--- src/rtl/jr_pkg.sv ---
// Package: register map, status field positions and codes shared by the
// job ring slot accounting unit and its bench-facing documentation.
package jr_pkg;
    // Register addresses
    localparam logic [2:0] A_IN_SIZE  = 3'd0;
    localparam logic [2:0] A_IN_ROOM  = 3'd1;   // read room, write jobs added
    localparam logic [2:0] A_OUT_SIZE = 3'd2;
    localparam logic [2:0] A_OUT_FULL = 3'd3;   // read full, write jobs removed
    localparam logic [2:0] A_STATUS   = 3'd4;
    localparam logic [2:0] A_CONFIG   = 3'd5;
    localparam logic [2:0] A_RD_IDX   = 3'd6;   // read index, write command
    localparam logic [2:0] A_WR_IDX   = 3'd7;

    // Configuration bits
    localparam int CFG_MASK   = 0;
    localparam int CFG_COAL   = 1;
    localparam int CFG_SOE    = 2;
    localparam int CFG_CNT_LSB = 8;
    localparam int CFG_TMO_LSB = 16;

    // Status field positions
    localparam int ST_INT      = 0;
    localparam int ST_ERR      = 1;
    localparam int ST_HALT_LSB = 2;
    localparam int ST_TYPE_LSB = 8;
    localparam int ST_IDX_LSB  = 16;
    localparam int ERR_IDX_W   = 14;

    typedef enum logic [3:0] {
        ERR_NONE   = 4'd0,
        ERR_RESET  = 4'd7,
        ERR_RM_OVF = 4'd8,
        ERR_AD_OVF = 4'd9
    } err_type_t;

    typedef enum logic [1:0] {
        HALT_NONE = 2'b00,
        HALT_PROG = 2'b01,
        HALT_DONE = 2'b10
    } halt_t;
endpackage

--- src/rtl/jr_in_ring.sv ---
// Input ring tracker: counts jobs outstanding in the input ring and walks
// the read index. Assumes add_cnt is only meaningful while add_vld is high
// and that the ring size is not shrunk below the outstanding count.
module jr_in_ring #(
    parameter int SIZE_W = 10,
    parameter int DATA_W = 32
) (
    input  logic              clk,
    input  logic              rst_n,
    input  logic              clr,
    input  logic [SIZE_W-1:0] size,
    input  logic              add_vld,
    input  logic [DATA_W-1:0] add_cnt,
    input  logic              take,
    output logic [SIZE_W-1:0] room,
    output logic [SIZE_W-1:0] busy,
    output logic [SIZE_W-1:0] rd_idx,
    output logic              add_ovf
);
    logic              take_ok;
    logic              add_ok;
    logic [SIZE_W-1:0] add_amt;
    logic [SIZE_W:0]   idx_inc;

    // Room, overflow test and accepted-event qualification
    always_comb begin
        room    = (size > busy) ? (size - busy) : '0;
        add_ovf = add_vld && (add_cnt > {{(DATA_W-SIZE_W){1'b0}}, room});
        add_ok  = add_vld && !add_ovf;
        take_ok = take && (busy != '0);
        add_amt = add_ok ? add_cnt[SIZE_W-1:0] : '0;
        idx_inc = {1'b0, rd_idx} + 1'b1;
    end

    // Outstanding count and wrapping read index
    always_ff @(posedge clk) begin
        if (!rst_n || clr) begin
            busy   <= '0;
            rd_idx <= '0;
        end else begin
            busy <= busy + add_amt - {{(SIZE_W-1){1'b0}}, take_ok};
            if (take_ok)
                rd_idx <= (idx_inc >= {1'b0, size}) ? '0 : idx_inc[SIZE_W-1:0];
        end
    end

    AST_ADD_REJECT: assert property (@(posedge clk) disable iff (!rst_n)
        (add_ovf && !take_ok && !clr) |=> (busy == $past(busy)));
    AST_EMPTY_TAKE: assert property (@(posedge clk) disable iff (!rst_n)
        (take && busy == '0 && !clr) |=> (rd_idx == $past(rd_idx)));
endmodule

--- src/rtl/jr_out_ring.sv ---
// Output ring tracker: counts occupied result slots and walks the write
// index. A completion arriving while the ring is full is dropped.
module jr_out_ring #(
    parameter int SIZE_W = 10,
    parameter int DATA_W = 32
) (
    input  logic              clk,
    input  logic              rst_n,
    input  logic              clr,
    input  logic [SIZE_W-1:0] size,
    input  logic              done,
    input  logic              rm_vld,
    input  logic [DATA_W-1:0] rm_cnt,
    output logic [SIZE_W-1:0] full,
    output logic [SIZE_W-1:0] wr_idx,
    output logic              rm_ovf,
    output logic              done_acc
);
    logic              rm_ok;
    logic [SIZE_W-1:0] rm_amt;
    logic [SIZE_W:0]   idx_inc;

    // Acceptance of completions and removal requests
    always_comb begin
        done_acc = done && (full < size);
        rm_ovf   = rm_vld && (rm_cnt > {{(DATA_W-SIZE_W){1'b0}}, full});
        rm_ok    = rm_vld && !rm_ovf;
        rm_amt   = rm_ok ? rm_cnt[SIZE_W-1:0] : '0;
        idx_inc  = {1'b0, wr_idx} + 1'b1;
    end

    // Slots-full count and wrapping write index
    always_ff @(posedge clk) begin
        if (!rst_n || clr) begin
            full   <= '0;
            wr_idx <= '0;
        end else begin
            full <= full + {{(SIZE_W-1){1'b0}}, done_acc} - rm_amt;
            if (done_acc)
                wr_idx <= (idx_inc >= {1'b0, size}) ? '0 : idx_inc[SIZE_W-1:0];
        end
    end

    AST_RM_REJECT: assert property (@(posedge clk) disable iff (!rst_n)
        (rm_ovf && !done_acc && !clr) |=> (full == $past(full)));
    AST_FULL_DROP: assert property (@(posedge clk) disable iff (!rst_n)
        (done && full >= size && !rm_vld && !clr) |=> (full == $past(full)));
endmodule

--- src/rtl/jr_irq_coal.sv ---
// Completion interrupt generator: without coalescing, every accepted
// completion fires. With coalescing, the block fires on the count threshold
// or when the timeout expires with completions pending. A zero threshold
// acts as one.
module jr_irq_coal #(
    parameter int CNT_W = 8,
    parameter int TMO_W = 16
) (
    input  logic             clk,
    input  logic             rst_n,
    input  logic             clr,
    input  logic             coal_en,
    input  logic [CNT_W-1:0] cnt_thr,
    input  logic [TMO_W-1:0] tmo_thr,
    input  logic             done_acc,
    output logic             fire
);
    localparam int PEND_W = CNT_W + 1;

    logic [PEND_W-1:0] pending;
    logic [PEND_W-1:0] pend_n;
    logic [TMO_W-1:0]  tmr;
    logic [CNT_W-1:0]  thr_eff;
    logic [TMO_W-1:0]  tmo_eff;
    logic              hit_cnt;
    logic              hit_tmo;

    // Threshold comparisons and fire decision
    always_comb begin
        thr_eff = (cnt_thr == '0) ? CNT_W'(1) : cnt_thr;
        tmo_eff = (tmo_thr == '0) ? TMO_W'(1) : tmo_thr;
        pend_n  = pending + {{(PEND_W-1){1'b0}}, done_acc};
        hit_cnt = done_acc && (pend_n >= {1'b0, thr_eff});
        hit_tmo = (pending != '0) && (({1'b0, tmr} + 1'b1) >= {1'b0, tmo_eff});
        fire    = coal_en ? (hit_cnt || hit_tmo) : done_acc;
    end

    // Pending completion count and timeout timer
    always_ff @(posedge clk) begin
        if (!rst_n || clr || !coal_en || fire) begin
            pending <= '0;
            tmr     <= '0;
        end else begin
            pending <= pend_n;
            tmr     <= (pending != '0) ? tmr + 1'b1 : '0;
        end
    end

    AST_FIRE_RESTART: assert property (@(posedge clk) disable iff (!rst_n)
        fire |=> (pending == '0));
endmodule

--- src/rtl/jr_slot_acct.sv ---
// Job ring slot accounting unit, top level: register decode, sizes and
// configuration, error/halt status and interrupt output. Assumes a single
// register write per cycle, so no add and remove arrive together.
module jr_slot_acct
    import jr_pkg::*;
#(
    parameter int SIZE_W = 10,
    parameter int CNT_W  = 8,
    parameter int TMO_W  = 16
) (
    input  logic        clk,
    input  logic        rst_n,
    input  logic        reg_wr,
    input  logic [2:0]  reg_addr,
    input  logic [31:0] reg_wdata,
    output logic [31:0] reg_rdata,
    input  logic        job_taken,
    input  logic        job_done,
    output logic        irq
);
    localparam int DATA_W = 32;

    logic [SIZE_W-1:0]    in_size_q, out_size_q;
    logic [DATA_W-1:0]    cfg_q;
    logic                 int_q, err_q;
    err_type_t            etype_q;
    logic [ERR_IDX_W-1:0] eidx_q;
    halt_t                halt_q;

    logic                 wr_add, wr_rm, wr_cmd, clr, take_en;
    logic [SIZE_W-1:0]    room, busy, rd_idx, full, wr_idx;
    logic                 add_ovf, rm_ovf, done_acc, fire;
    logic [DATA_W-1:0]    status;

    // Register write decode
    always_comb begin
        wr_add  = reg_wr && (reg_addr == A_IN_ROOM);
        wr_rm   = reg_wr && (reg_addr == A_OUT_FULL);
        wr_cmd  = reg_wr && (reg_addr == A_RD_IDX);
        clr     = wr_cmd && reg_wdata[0];
        take_en = job_taken && (halt_q == HALT_NONE);
    end

    jr_in_ring #(.SIZE_W(SIZE_W), .DATA_W(DATA_W)) u_in (
        .clk(clk), .rst_n(rst_n), .clr(clr), .size(in_size_q),
        .add_vld(wr_add), .add_cnt(reg_wdata), .take(take_en),
        .room(room), .busy(busy), .rd_idx(rd_idx), .add_ovf(add_ovf)
    );

    jr_out_ring #(.SIZE_W(SIZE_W), .DATA_W(DATA_W)) u_out (
        .clk(clk), .rst_n(rst_n), .clr(clr), .size(out_size_q),
        .done(job_done), .rm_vld(wr_rm), .rm_cnt(reg_wdata),
        .full(full), .wr_idx(wr_idx), .rm_ovf(rm_ovf), .done_acc(done_acc)
    );

    jr_irq_coal #(.CNT_W(CNT_W), .TMO_W(TMO_W)) u_irq (
        .clk(clk), .rst_n(rst_n), .clr(clr),
        .coal_en(cfg_q[CFG_COAL]),
        .cnt_thr(cfg_q[CFG_CNT_LSB +: CNT_W]),
        .tmo_thr(cfg_q[CFG_TMO_LSB +: TMO_W]),
        .done_acc(done_acc), .fire(fire)
    );

    // Ring sizes and configuration registers
    always_ff @(posedge clk) begin
        if (!rst_n) begin
            in_size_q  <= '0;
            out_size_q <= '0;
            cfg_q      <= '0;
        end else if (reg_wr) begin
            case (reg_addr)
                A_IN_SIZE:  in_size_q  <= reg_wdata[SIZE_W-1:0];
                A_OUT_SIZE: out_size_q <= reg_wdata[SIZE_W-1:0];
                A_CONFIG:   cfg_q      <= reg_wdata;
                default: ;
            endcase
        end
    end

    // Error report: latest count error, or reset-discard report
    always_ff @(posedge clk) begin
        if (!rst_n) begin
            err_q   <= 1'b0;
            etype_q <= ERR_NONE;
            eidx_q  <= '0;
        end else if (clr) begin
            err_q   <= (busy != '0);
            etype_q <= (busy != '0) ? ERR_RESET : ERR_NONE;
            eidx_q  <= ERR_IDX_W'(busy);
        end else if (add_ovf || rm_ovf) begin
            err_q   <= 1'b1;
            etype_q <= add_ovf ? ERR_AD_OVF : ERR_RM_OVF;
            eidx_q  <= reg_wdata[ERR_IDX_W-1:0];
        end
    end

    // Halt state under stop-on-error
    always_ff @(posedge clk) begin
        if (!rst_n || clr)
            halt_q <= HALT_NONE;
        else if (halt_q == HALT_PROG)
            halt_q <= HALT_DONE;
        else if ((add_ovf || rm_ovf) && cfg_q[CFG_SOE] && halt_q == HALT_NONE)
            halt_q <= HALT_PROG;
    end

    // Interrupt status bit: set on fire, write-1-to-clear
    always_ff @(posedge clk) begin
        if (!rst_n || clr)
            int_q <= 1'b0;
        else if (fire)
            int_q <= 1'b1;
        else if (reg_wr && reg_addr == A_STATUS && reg_wdata[ST_INT])
            int_q <= 1'b0;
    end

    // Status word assembly and read mux
    always_comb begin
        status = '0;
        status[ST_INT] = int_q;
        status[ST_ERR] = err_q;
        status[ST_HALT_LSB +: 2] = halt_q;
        status[ST_TYPE_LSB +: 4] = etype_q;
        status[ST_IDX_LSB +: ERR_IDX_W] = eidx_q;
        case (reg_addr)
            A_IN_SIZE:  reg_rdata = DATA_W'(in_size_q);
            A_IN_ROOM:  reg_rdata = DATA_W'(room);
            A_OUT_SIZE: reg_rdata = DATA_W'(out_size_q);
            A_OUT_FULL: reg_rdata = DATA_W'(full);
            A_STATUS:   reg_rdata = status;
            A_CONFIG:   reg_rdata = cfg_q;
            A_RD_IDX:   reg_rdata = DATA_W'(rd_idx);
            default:    reg_rdata = DATA_W'(wr_idx);
        endcase
        irq = int_q && !cfg_q[CFG_MASK];
    end

    AST_HALT_SEQ: assert property (@(posedge clk) disable iff (!rst_n)
        (halt_q == HALT_PROG && !clr) |=> (halt_q == HALT_DONE));
    AST_ERR_STICKY: assert property (@(posedge clk) disable iff (!rst_n)
        (err_q && !clr) |=> err_q);
    AST_HALT_NO_TAKE: assert property (@(posedge clk) disable iff (!rst_n)
        (halt_q != HALT_NONE && !clr && !wr_add) |=> (busy == $past(busy)));
endmodule

--- config.mk ---
export PLATFORM = sky130hd
export DESIGN_NAME = jr_slot_acct
export DESIGN_NICKNAME = d
export VERILOG_FILES = /design/src/rtl/jr_pkg.sv /design/src/rtl/jr_in_ring.sv /design/src/rtl/jr_out_ring.sv /design/src/rtl/jr_irq_coal.sv /design/src/rtl/jr_slot_acct.sv
export SDC_FILE = /design/constraint.sdc
export NUM_CORES = 1
export LEC_CHECK = 0
export BUFFER_PORTS_ARGS = -buffer_cell sky130_fd_sc_hd__buf_2
export CORE_MARGIN = 2
export CORE_UTILIZATION = 30
export CTS_BUF_LIST = sky130_fd_sc_hd__clkbuf_8
export DETAILED_ROUTE_END_ITERATION = 7
export PLACE_DENSITY = 0.52
export SETUP_SLACK_MARGIN = 0.02
export SLEW_MARGIN = 15
export SYNTH_ARGS = -nofsm -noshare
export SYNTH_HDL_FRONTEND = slang
export SYNTH_SLANG_ARGS = --single-unit
--- constraint.sdc ---
create_clock -name clk -period 10.53 [get_ports clk]
set_input_delay 1.053 -clock clk [delete_from_list [all_inputs] [get_ports clk]]
set_output_delay 1.053 -clock clk [all_outputs]
set_load 0.1 [all_outputs]
==> impl_metrics.py, run 1 <==
metrics = {
    "status": {
        "status": "finished clean",
    },
    "layout": {
        "final.fill_count": 3507,
        "diodes": 0,
        "seq_area_um2": 2760,
        "syn2layout_area_growth_pct": 11.7,
        "nets": 1452,
        "drive_gt1_share_pct": 12.5,
        "final_core_util_pct": 34.0,
        "multi_input_area_um2": 6530,
    },
    "synth": {
        "seq_area_frac_synth_pct": 27.9,
        "synthFlopType": "dfxtp_1",
        "netlist_area_um2": 9920,
        "synthTopCellsByArea": "dfxtp_1 (28%), ha_1 (16%), nand2_1 (7.1%), a21oi_1 (5.1%), inv_1 (4.1%)",
        "synth_warnings": 0,
        "ys_seq_elements": 138,
        "synth_top_area_share_pct": 27.9,
        "synthesis.nets": 1398,
        "ys_async_sr_fraction_pct": 0,
        "postSynthCellCount": 1231,
        "syn_area_per_cell_um2": 8.06,
        "synth_edf_count": 0,
        "yosysMostFrequentCell": "nand2_1",
        "synth_top_area_cell": "dfxtp_1",
        "yosys-top-cells-count": "nand2_1 (187), dfxtp_1 (138), ha_1 (124), inv_1 (109), a21oi_1 (102)",
        "ys_types": 87,
    },
    "cts": {
        "clk_pin_slew_ns": 0.09,
        "htreeDepth": 4,
        "cts_tree": "yes",
        "cts_resized": 0,
        "postCtsSetupBuffers": 0,
        "cts_buffer_depth": 2,
        "clock_sinks": 138,
        "clockRootBuffer": "clkbuf_8",
        "clk_latency_ns": 0.48,
        "cts_hold_buf": 0,
        "numCtsBuffers": 17,
    },
    "global_route": {
        "grt_pass1_vias": 8578,
        "grt_pass1_wl_um": 49900,
        "antenna_found_initial": 0,
        "grt_usage_pct": 19.3,
        "grt.overflow.total": 0,
        "grt_max_degree": 56,
    },
    "routing": {
        "vias_per_cell": 5.10,
        "first_pass_iters": 5,
        "drc": 0,
        "routed_wl_um": 32400,
        "drtAntennaViolNets": 0,
        "vias": 8875,
        "drt_iter0_markers": 604,
        "drt-wirelength-per-cell_um": 18.6,
    },
    "setup_path": {
        "slowest_stage": "fa_1",
        "worst-setup-path-type": "reg -> reg",
        "worstPathRequired_ns": 10.90,
        "crit_top_cell": "a21o_1",
        "rr_endpoint": "u_in.busy[8]",
        "regToRegSetupSlack_ns": 4.43,
        "startpoint_type": "flop",
        "arrival_ns": 6.47,
        "worst-path-max-fanout": 9,
        "endpoint_kind": "flop",
        "endpoint": "u_in.busy[8]",
        "max_stage_delay_ns": 0.45,
        "r2r-start": "in_size_q[0]",
        "startpoint": "in_size_q[0]",
        "r2r_cells": 27,
    },
    "sta": {
        "setup_tns_ns": 0,
        "period_needed_ns": 6.10,
        "hold_violations": 0,
        "tightest_slew_ns": 1.13,
        "slew_violations": 0,
        "fmaxAchievable_mhz": 164,
        "grt_setup_unrepaired": "false",
        "fin_worst_skew_ns": 0.0149,
        "maxSlewHeadroom_pct": 24.0,
        "min_period_over_period_pct": 57.9,
        "setup_viol": 0,
    },
    "die": {
        "core-area_um2": 32500,
        "die_w_um": 186,
        "io_pins": 73,
        "initial_core_util_pct": 30.5,
        "die_area_um2": 34500,
        "placementRows": 66,
        "die_h_um": 186,
    },
    "run": {
        "max-cap-violations": 0,
    },
    "place": {
        "hpwl_um": 24700,
        "port_buffers": 72,
        "place.gp.congestion": 0.898,
    },
    "hold_path": {
        "hold_path_class": "reg -> reg",
    },
    "pwr": {
        "ir_drop_v": 0.0000674,
        "cellLeakagePower_nw": 4.55,
        "cellPowerDensity_nw_per_um2": 175,
    },
}
-- area by class of cell --
type                       count  share of cell area (%)
clock buffer                  18                    2.24
timing repair buffer          81                    3.86
sequential                   138                    24.9
inverter                     112                    3.80
multi-input combinational    935                    59.0
tap                          442                    4.99
clock inverter                14                    1.21
-- critical path, delay by kind of cell (launching register included) --
| kind | cells | cell delay [ns] |
|---|---|---|
| xor+xnor | 1 | 0.14 |
| buf+inv | 3 | 0.20 |
| fa+ha+maj | 5 | 1.53 |
| simple gates | 6 | 0.98 |
| flops | 1 | 0.34 |
| compound gates | 12 | 2.82 |
-- where the power goes --
part           switching (W)  internal, W  leakage [nW]  total, W
combinational       0.000527     0.000350          3.25  0.000877
clock               0.000243     0.000197         0.185  0.000441
sequential         0.0000514     0.000567          1.12  0.000618
-- worst min path at each step --
| stage | start | endpoint | slack (ns) | cells after the start |
|---|---|---|---|---|
| 6_report | cfg_q[4] | cfg_q[4] | 0.46 | 2 |
| 5_1_grt | cfg_q[7] | cfg_q[7] | 0.48 | 2 |
| 4_1_cts | cfg_q[4] | cfg_q[4] | 0.46 | 2 |
| 3_5_place_dp | cfg_q[4] | cfg_q[4] | 0.45 | 2 |
| 3_3_place_gp | etype_q[3] | etype_q[3] | 0.43 | 2 |
| 2_1_floorplan | u_in.busy[6] | eidx_q[6] | 0.43 | 2 |
-- sequential cells by signal (all words and copies together) (netlist names) --
register	flops
cfg_q	32
u_irq.tmr	16
eidx_q	14
in_size_q	10
out_size_q	10
u_in.busy	10
u_in.rd_idx	10
u_out.full	10
u_out.wr_idx	10
u_irq.pending	9
etype_q	3
halt_q	2
err_q	1
int_q	1
-- metal layers --
metal  share of wire (%)  global-route usage, %  wire, µm  up-vias
li1                    -                      -         -     4429
met1                  48                   26.0     15400     4192
met2                  45                   31.0     14700      201
met3                 4.4                   3.46      1430       53
met4                 2.7                   6.93       886        0
met5                   0                      0         0        -
-- placed cells by master, fill, tap and decap left out, types with 6 or more instances in the layout --
master,instances
buf_4,9
xor2_1,19
nor2_1,57
nand4_1,23
nand2_1,187
clkbuf_8,18
nor2b_1,20
o22ai_1,8
nor2b_4,8
buf_2,72
mux2i_1,20
a211oi_1,6
a22o_1,21
nor4_1,14
a21oi_1,102
dfxtp_1,138
and3_1,14
ha_1,124
o21ai_0,47
inv_1,109
xnor2_1,36
nand2b_1,15
a21o_1,25
nand3_1,32
nor2b_2,6
a31oi_1,10
nor3_1,21
o21a_1,17
-- cell families (layout without fill, tap and decap cells) --
group,count (synthesis),in the layout,synth area share (%)
fa+ha+maj,127,127,16.3
buf+inv,158,225,6.33
simple gates,439,439,22.6
compound gates,291,291,19.5
xor+xnor,55,55,4.86
mux,23,23,2.59
flops,138,138,27.9
-- stage by stage --
| step | setup WS [ns] | instance area, µm² | hold WS, ns | std cells | power, W |
|---|---|---|---|---|---|
| global placement | 4.45 | 10700 | 0.433 | 1708 | 0.00150 |
| CTS | 4.39 | 11100 | 0.463 | 1740 | 0.00194 |
| global route | 3.99 | 11100 | 0.482 | 1740 | 0.00208 |
| detailed placement | 4.41 | 10700 | 0.450 | 1708 | 0.00150 |
| finish | 4.43 | 11100 | 0.464 | 1740 | 0.00194 |
| floorplan | 4.86 | 9920 | 0.425 | 1231 | 0.00128 |
No activity file was read; power rests on OpenSTA's default activity.
==> run 2, diff against run 1 <==
--- a/config.mk
+++ b/config.mk
@@ -5,12 +5,13 @@
 export SDC_FILE = /design/constraint.sdc
 export NUM_CORES = 1
 export LEC_CHECK = 0
+export ABC_AREA = 1
 export BUFFER_PORTS_ARGS = -buffer_cell sky130_fd_sc_hd__buf_2
 export CORE_MARGIN = 2
 export CORE_UTILIZATION = 30
 export CTS_BUF_LIST = sky130_fd_sc_hd__clkbuf_8
 export DETAILED_ROUTE_END_ITERATION = 7
-export PLACE_DENSITY = 0.52
+export PLACE_DENSITY = 0.54
 export SETUP_SLACK_MARGIN = 0.02
 export SLEW_MARGIN = 15
 export SYNTH_ARGS = -nofsm -noshare
==> constraint.sdc (replaced) <==
create_clock -name clk -period 5.1 [get_ports clk]
set_input_delay 0.51 -clock clk [delete_from_list [all_inputs] [get_ports clk]]
set_output_delay 0.51 -clock clk [all_outputs]
set_load 0.1 [all_outputs]
==> impl_metrics.py, run 2 <==
metrics = {
    "run": {
        "max-cap-violations": 0,
    },
    "sta": {
        "min_period_over_period_pct": 93.2,
        "fmaxAchievable_mhz": 210,
        "setup_tns_ns": 0,
        "whs_ns": 0.323,
        "maxSlewHeadroom_pct": 14.9,
        "period_needed_ns": 4.75,
        "fin_worst_skew_ns": 0.0157,
        "hold_violations": 0,
        "tightest_slew_ns": 1.24,
        "final.setup.worst_slack_ns": 0.348,
        "setup_viol": 0,
        "slew_violations": 0,
    },
    "global_route": {
        "grt.overflow.total": 0,
        "grt_usage_pct": 19.2,
        "grt_max_degree": 63,
        "grt_pass1_wl_um": 50500,
        "antenna_found_initial": 1,
        "grt_pass1_vias": 8983,
    },
    "synth": {
        "synth_edf_count": 0,
        "synth_top_area_share_pct": 28.1,
        "synthesis.nets": 1591,
        "postSynthCellCount": 1424,
        "synth_warnings": 0,
        "ys_seq_elements": 138,
        "netlist_area_um2": 9840,
        "yosys-top-cells-count": "inv_1 (233), nand2_1 (226), nor2_1 (142), dfxtp_1 (138), a21oi_1 (136)",
        "syn_area_per_cell_um2": 6.91,
        "synthFlopType": "dfxtp_1",
        "seq_area_frac_synth_pct": 28.1,
        "ys_async_sr_fraction_pct": 0,
        "yosysMostFrequentCell": "inv_1",
        "synthTopCellsByArea": "dfxtp_1 (28%), ha_1 (16%), inv_1 (8.9%), nand2_1 (8.6%), a21oi_1 (6.9%)",
        "ys_types": 51,
        "synth_top_area_cell": "dfxtp_1",
    },
    "cts": {
        "clockRootBuffer": "clkbuf_8",
        "clock_sinks": 138,
        "clk_pin_slew_ns": 0.09,
        "numCtsBuffers": 17,
        "cts_buffer_depth": 2,
        "cts_tree": "yes",
        "clk_latency_ns": 0.46,
        "htreeDepth": 4,
        "cts_hold_buf": 0,
    },
    "hold_path": {
        "hold_path_class": "in -> reg",
        "hp-start": "reg_wdata[12]",
        "min_delay_worst_endpoint": "eidx_q[12]",
        "worstHoldPathCells": 3,
    },
    "die": {
        "initial_core_util_pct": 30.3,
        "core-area_um2": 32500,
        "io_pins": 73,
        "placementRows": 66,
        "die_h_um": 185,
        "die_area_um2": 34300,
        "die_w_um": 185,
    },
    "place": {
        "hpwl_um": 24700,
        "port_buffers": 72,
        "place.gp.congestion": 0.931,
        "pre_cts_slack_ns": 0.0590,
        "placed_cell_area_um2": 10700,
    },
    "routing": {
        "first_pass_iters": 7,
        "vias_per_cell": 5.02,
        "vias": 9777,
        "drt-wirelength-per-cell_um": 16.6,
        "drc": 0,
        "routed_wl_um": 32300,
        "drtAntennaViolNets": 0,
        "drt_iter0_markers": 835,
    },
    "layout": {
        "mostFrequentLayoutCells": "inv_1 (233), nand2_1 (222), nor2_1 (141), dfxtp_1 (138), a21oi_1 (133)",
        "diodes": 0,
        "largest_register": "cfg_q",
        "final_common_cell": "inv_1",
        "syn2layout_area_growth_pct": 13.8,
        "drive_gt1_share_pct": 10.2,
        "design_area_um2": 11200,
        "nets": 1659,
        "final.fill_count": 3569,
        "largestRegisters": "cfg_q (32), u_irq.tmr (16), eidx_q (14)",
        "largest_reg_flops": 32,
        "final_core_util_pct": 34.5,
    },
    "setup_path": {
        "worst-path-max-fanout": 8,
        "startpoint_type": "flop",
        "rr_endpoint": "u_in.busy[7]",
        "slowest_stage": "ha_1",
        "crit_top_cell": "nand2_1",
        "worstPathRequired_ns": 5.45,
        "arrival_ns": 5.10,
        "r2r_cells": 31,
        "endpoint_kind": "flop",
        "regToRegSetupSlack_ns": 0.35,
        "r2r-start": "u_in.busy[3]",
        "worst-setup-path-type": "reg -> reg",
        "max_stage_delay_ns": 0.36,
    },
    "pwr": {
        "ir_drop_v": 0.000186,
        "cellLeakagePower_nw": 5.08,
        "cellPowerDensity_nw_per_um2": 404,
    },
    "status": {
        "status": "finished clean",
    },
}
[run 2: cell types whose count changed in the layout (fill, tap and decap cells not counted), sizes merged, moves of 15 or more]
cell    before  now
nor2b       34    0
xnor2       36    6
nand3       34   74
nand4       23   41
inv        117  240
a21o        25    4
a22o        21    0
nand2      187  228
nand2b      15    0
mux2i       20    0
o21ai       50  123
a21oi      102  136
nor2        61  148
[run 2: through the flow]
stage          std cells  total power, W
2_1_floorplan       1424         0.00294
3_3_place_gp        1911         0.00348
3_5_place_dp        1911         0.00350
4_1_cts             1942         0.00444
5_1_grt             1946         0.00493
6_report            1946         0.00452
[run 2: worst max path at each step]
stage | from | endpoint | slack (ns)
6_report | u_in.busy[3] | u_in.busy[7] | 0.35
5_1_grt | u_in.busy[3] | u_in.busy[7] | -0.02
4_1_cts | in_size_q[0] | u_in.busy[8] | 0.05
3_3_place_gp | in_size_q[0] | u_in.busy[8] | 0.22
3_5_place_dp | in_size_q[0] | u_in.busy[8] | 0.06
2_1_floorplan | in_size_q[0] | u_in.busy[8] | 0.68
[run 2: report_power, final]
| group | switching (W) | internal, W | total (W) |
|---|---|---|---|
| combinational | 0.00147 | 0.000796 | 0.00227 |
| clock | 0.000479 | 0.000457 | 0.000936 |
| sequential | 0.000112 | 0.00120 | 0.00132 |
[run 2: what timing repair did]
item                                    in CTS  in global routing
gates resized for setup                      0                 25
setup buffers                                0                  3
endpoints found under the setup margin       0                  5
endpoints found under the hold margin        0                  0
[run 2: worst max-delay path, delay by kind of cell (launching register included)]
family	cells	cell delay [ns]
buf+inv	6	0.75
simple gates	15	1.31
fa+ha+maj	4	1.21
compound gates	6	1.04
flops	1	0.31
[run 2: cells by family (layout without fill, tap and decap cells)]
| group | Yosys count | after routing | share of synthesized area [%] |
|---|---|---|---|
| adder cells (fa/ha/maj) | 127 | 127 | 16.4 |
| AND/OR/NAND/NOR | 525 | 525 | 23.5 |
| buffers and inverters | 275 | 355 | 10.7 |
| XOR/XNOR | 39 | 39 | 3.47 |
| flip-flops | 138 | 138 | 28.1 |
| AO/OA/AOI/OAI | 320 | 320 | 17.8 |
[run 2: area by class of cell]
cell class	instances	area, µm²	share of cell area [%]
repair inverters	1	7.51	0.0671
clock inverters	12	125	1.12
well taps	442	553	4.94
clock buffers	19	262	2.34
repair buffers	85	470	4.20
multi-input cells	1011	6110	54.6
flip-flops and latches	138	2760	24.7
inverters	238	897	8.02
[run 2: routing by layer]
metal,wire [µm],up-vias,track usage (%)
li1,-,4883,-
met1,15900,4592,28.0
met2,14100,273,29.8
met3,1900,27,2.77
met4,363,2,4.10
met5,10,-,0
==> run 3, diff against run 2 <==
--- a/config.mk
+++ b/config.mk
@@ -10,10 +10,12 @@
 export CORE_MARGIN = 2
 export CORE_UTILIZATION = 30
 export CTS_BUF_LIST = sky130_fd_sc_hd__clkbuf_8
+export CTS_CLUSTER_SIZE = 8
 export DETAILED_ROUTE_END_ITERATION = 7
 export PLACE_DENSITY = 0.54
-export SETUP_SLACK_MARGIN = 0.02
+export SETUP_SLACK_MARGIN = 0.4
 export SLEW_MARGIN = 15
 export SYNTH_ARGS = -nofsm -noshare
 export SYNTH_HDL_FRONTEND = slang
+export SYNTH_HIERARCHICAL = 1
 export SYNTH_SLANG_ARGS = --single-unit
==> impl_metrics.py, run 3 <==
metrics = {
    "status": {
        "status": "finished clean",
    },
    "sta": {
        "slew_violations": 0,
        "fin_worst_skew_ns": 0.0161,
        "period_needed_ns": 4.75,
        "hold_violations": 0,
        "maxSlewHeadroom_pct": 43.0,
        "grt_setup_unrepaired": "true",
        "min_period_over_period_pct": 93.2,
        "fmaxAchievable_mhz": 210,
        "setup_tns_ns": 0,
        "tightest_slew_ns": 0.854,
        "setup_viol": 0,
    },
    "global_route": {
        "grt.overflow.total": 0,
        "grt_max_degree": 55,
        "grt_pass1_wl_um": 53800,
        "grt_usage_pct": 18.2,
        "antenna_found_initial": 2,
        "grt_pass1_vias": 9989,
    },
    "routing": {
        "drt-wirelength-per-cell_um": 16.0,
        "vias_per_cell": 4.86,
        "drt_iter0_markers": 863,
        "drc": 0,
        "drtAntennaViolNets": 0,
        "first_pass_iters": 5,
        "routed_wl_um": 34500,
        "vias": 10500,
    },
    "layout": {
        "nets": 1856,
        "design_area_um2": 12500,
        "syn2layout_area_growth_pct": 15.4,
        "drive_gt1_share_pct": 15.8,
        "final_common_cell": "inv_1",
        "final.fill_count": 3821,
        "mostFrequentLayoutCells": "inv_1 (266), nand2_1 (263), nor2_1 (210), dfxtp_1 (130)",
        "largest_reg_flops": 32,
        "largest_register": "cfg_q",
        "largestRegisters": "cfg_q (32), u_irq/tmr (16), eidx_q (14)",
    },
    "synth": {
        "ys_async_sr_fraction_pct": 0,
        "syn_area_per_cell_um2": 6.68,
        "synth_top_area_share_pct": 25.6,
        "synth_warnings": 6,
        "yosysMostFrequentCell": "nand2_1",
        "netlist_area_um2": 10800,
        "synthTopCellsByArea": "dfxtp_1 (26%), ha_1 (14%), nand2_1 (9.6%), inv_1 (9.5%), nor2_1 (7.5%)",
        "ys_types": 59,
        "synth_top_area_cell": "dfxtp_1",
        "synth_edf_count": 0,
        "yosys-top-cells-count": "nand2_1 (276), inv_1 (273), nor2_1 (215), dfxtp_1 (138), ha_1 (124)",
        "ys_seq_elements": 138,
        "seq_area_frac_synth_pct": 25.6,
        "postSynthCellCount": 1617,
        "synthesis.nets": 1784,
        "synthFlopType": "dfxtp_1",
    },
    "setup_path": {
        "endpoint": "u_in/busy[8]",
        "crit_top_cell": "nand2_2",
        "endpoint_kind": "flop",
        "worst-path-max-fanout": 4,
        "slowest_stage": "fa_2",
        "startpoint_type": "flop",
        "r2r_cells": 34,
        "worstPathRequired_ns": 5.49,
        "startpoint": "in_size_q[0]",
        "rr_endpoint": "u_in/busy[8]",
        "worst-setup-path-type": "reg -> reg",
        "r2r-start": "in_size_q[0]",
        "max_stage_delay_ns": 0.34,
        "regToRegSetupSlack_ns": 0.35,
        "arrival_ns": 5.14,
    },
    "pwr": {
        "ir_drop_v": 0.000261,
        "cellLeakagePower_nw": 5.74,
        "cellPowerDensity_nw_per_um2": 392,
    },
    "cts": {
        "numCtsBuffers": 17,
        "clock_sinks": 138,
        "clk_latency_ns": 0.49,
        "cts_tree": "yes",
        "htreeDepth": 4,
        "cts_buffer_depth": 2,
        "clk_pin_slew_ns": 0.10,
        "clockRootBuffer": "clkbuf_8",
        "cts_hold_buf": 0,
    },
    "hold_path": {
        "hold_path_class": "in -> reg",
    },
    "run": {
        "max-cap-violations": 0,
    },
    "die": {
        "die_h_um": 194,
        "core-area_um2": 35500,
        "initial_core_util_pct": 30.4,
        "io_pins": 73,
        "die_area_um2": 37500,
        "die_w_um": 194,
        "placementRows": 69,
    },
    "place": {
        "hpwl_um": 26400,
        "place.gp.congestion": 0.920,
        "port_buffers": 72,
        "placed_cell_area_um2": 11600,
    },
}
-- run 3: cell families after synthesis --
kind of cell,after synthesis,synth area share (%)
AO/OA/AOI/OAI,238,11.8
XOR/XNOR,36,2.99
adder cells (fa/ha/maj),127,14.9
buffers and inverters,334,12.5
flip-flops,138,25.6
AND/OR/NAND/NOR,744,32.1
-- run 3: routing by layer --
metal  global-route usage (%)  vias to the layer above  routed length (µm)
met4                     4.83                        0                 448
li1                         -                     5376                   -
met2                     29.5                      268               15800
met3                     3.24                       31                1890
met5                        0                        -                   0
met1                     25.0                     4838               16400
-- run 3: through the flow --
step / util [%] / cells / worst slack [ns] / hold WS [ns] / power [W]
global placement: 32.6 / 2114 / 0.106 / 0.435 / 0.00358
CTS: 34.0 / 2154 / 0.296 / 0.258 / 0.00462
finish: 35.1 / 2164 / 0.346 / 0.277 / 0.00488
detailed placement: 32.6 / 2114 / 0.0252 / 0.443 / 0.00360
floorplan: - / 1617 / 0.429 / 0.427 / 0.00306
global route: 35.1 / 2164 / 0.117 / 0.280 / 0.00529
-- run 3: area by class of cell --
| type | count | area (µm²) | share of cell area (%) |
|---|---|---|---|
| multi-input combinational | 1145 | 7050 | 56.6 |
| tap | 461 | 577 | 4.63 |
| inverter | 290 | 1110 | 8.93 |
| clock buffer | 17 | 234 | 1.88 |
| antenna | 1 | 2.50 | 0.0201 |
| clock inverter | 15 | 140 | 1.12 |
| sequential | 138 | 2770 | 22.3 |
| timing repair buffer | 97 | 567 | 4.55 |
-- run 3: where the power goes --
group / switching [W] / internal (W) / total, W
clock: 0.000515 / 0.000395 / 0.000909
sequential: 0.000182 / 0.00121 / 0.00139
combinational: 0.00162 / 0.000961 / 0.00258
-- run 3: timing repair --
action / 4_1_cts / 5_1_grt
gates resized for setup: 26 / 64
buffers inserted: 8 / 9
endpoints found under the hold margin: 0 / 0
setup endpoints to repair: 5 / 14
pin swaps: 6 / 26
-- run 3: critical path: cells and delay by family (launching register included) --
family                     cells  cell delay (ns)
DFF                            1             0.33
xor gates and xnor gates       1             0.14
and+or+nand+nor               13             1.20
buffers and inverters          8             0.53
adders and majority gates      6             1.53
AOI/OAI and AO/OA              6             0.93
-- run 3: worst min-delay path by stage --
| stage | start | end | slack (ns) | cells after the start |
|---|---|---|---|---|
| floorplan | etype_q[3] | etype_q[3] | 0.43 | 2 |
| global placement | etype_q[3] | etype_q[3] | 0.44 | 2 |
| detailed placement | etype_q[3] | etype_q[3] | 0.44 | 2 |
| CTS | reg_wdata[15] | cfg_q[15] | 0.26 | 3 |
| global route | reg_wdata[15] | cfg_q[15] | 0.28 | 3 |
| finish | reg_wdata[15] | cfg_q[15] | 0.28 | 3 |
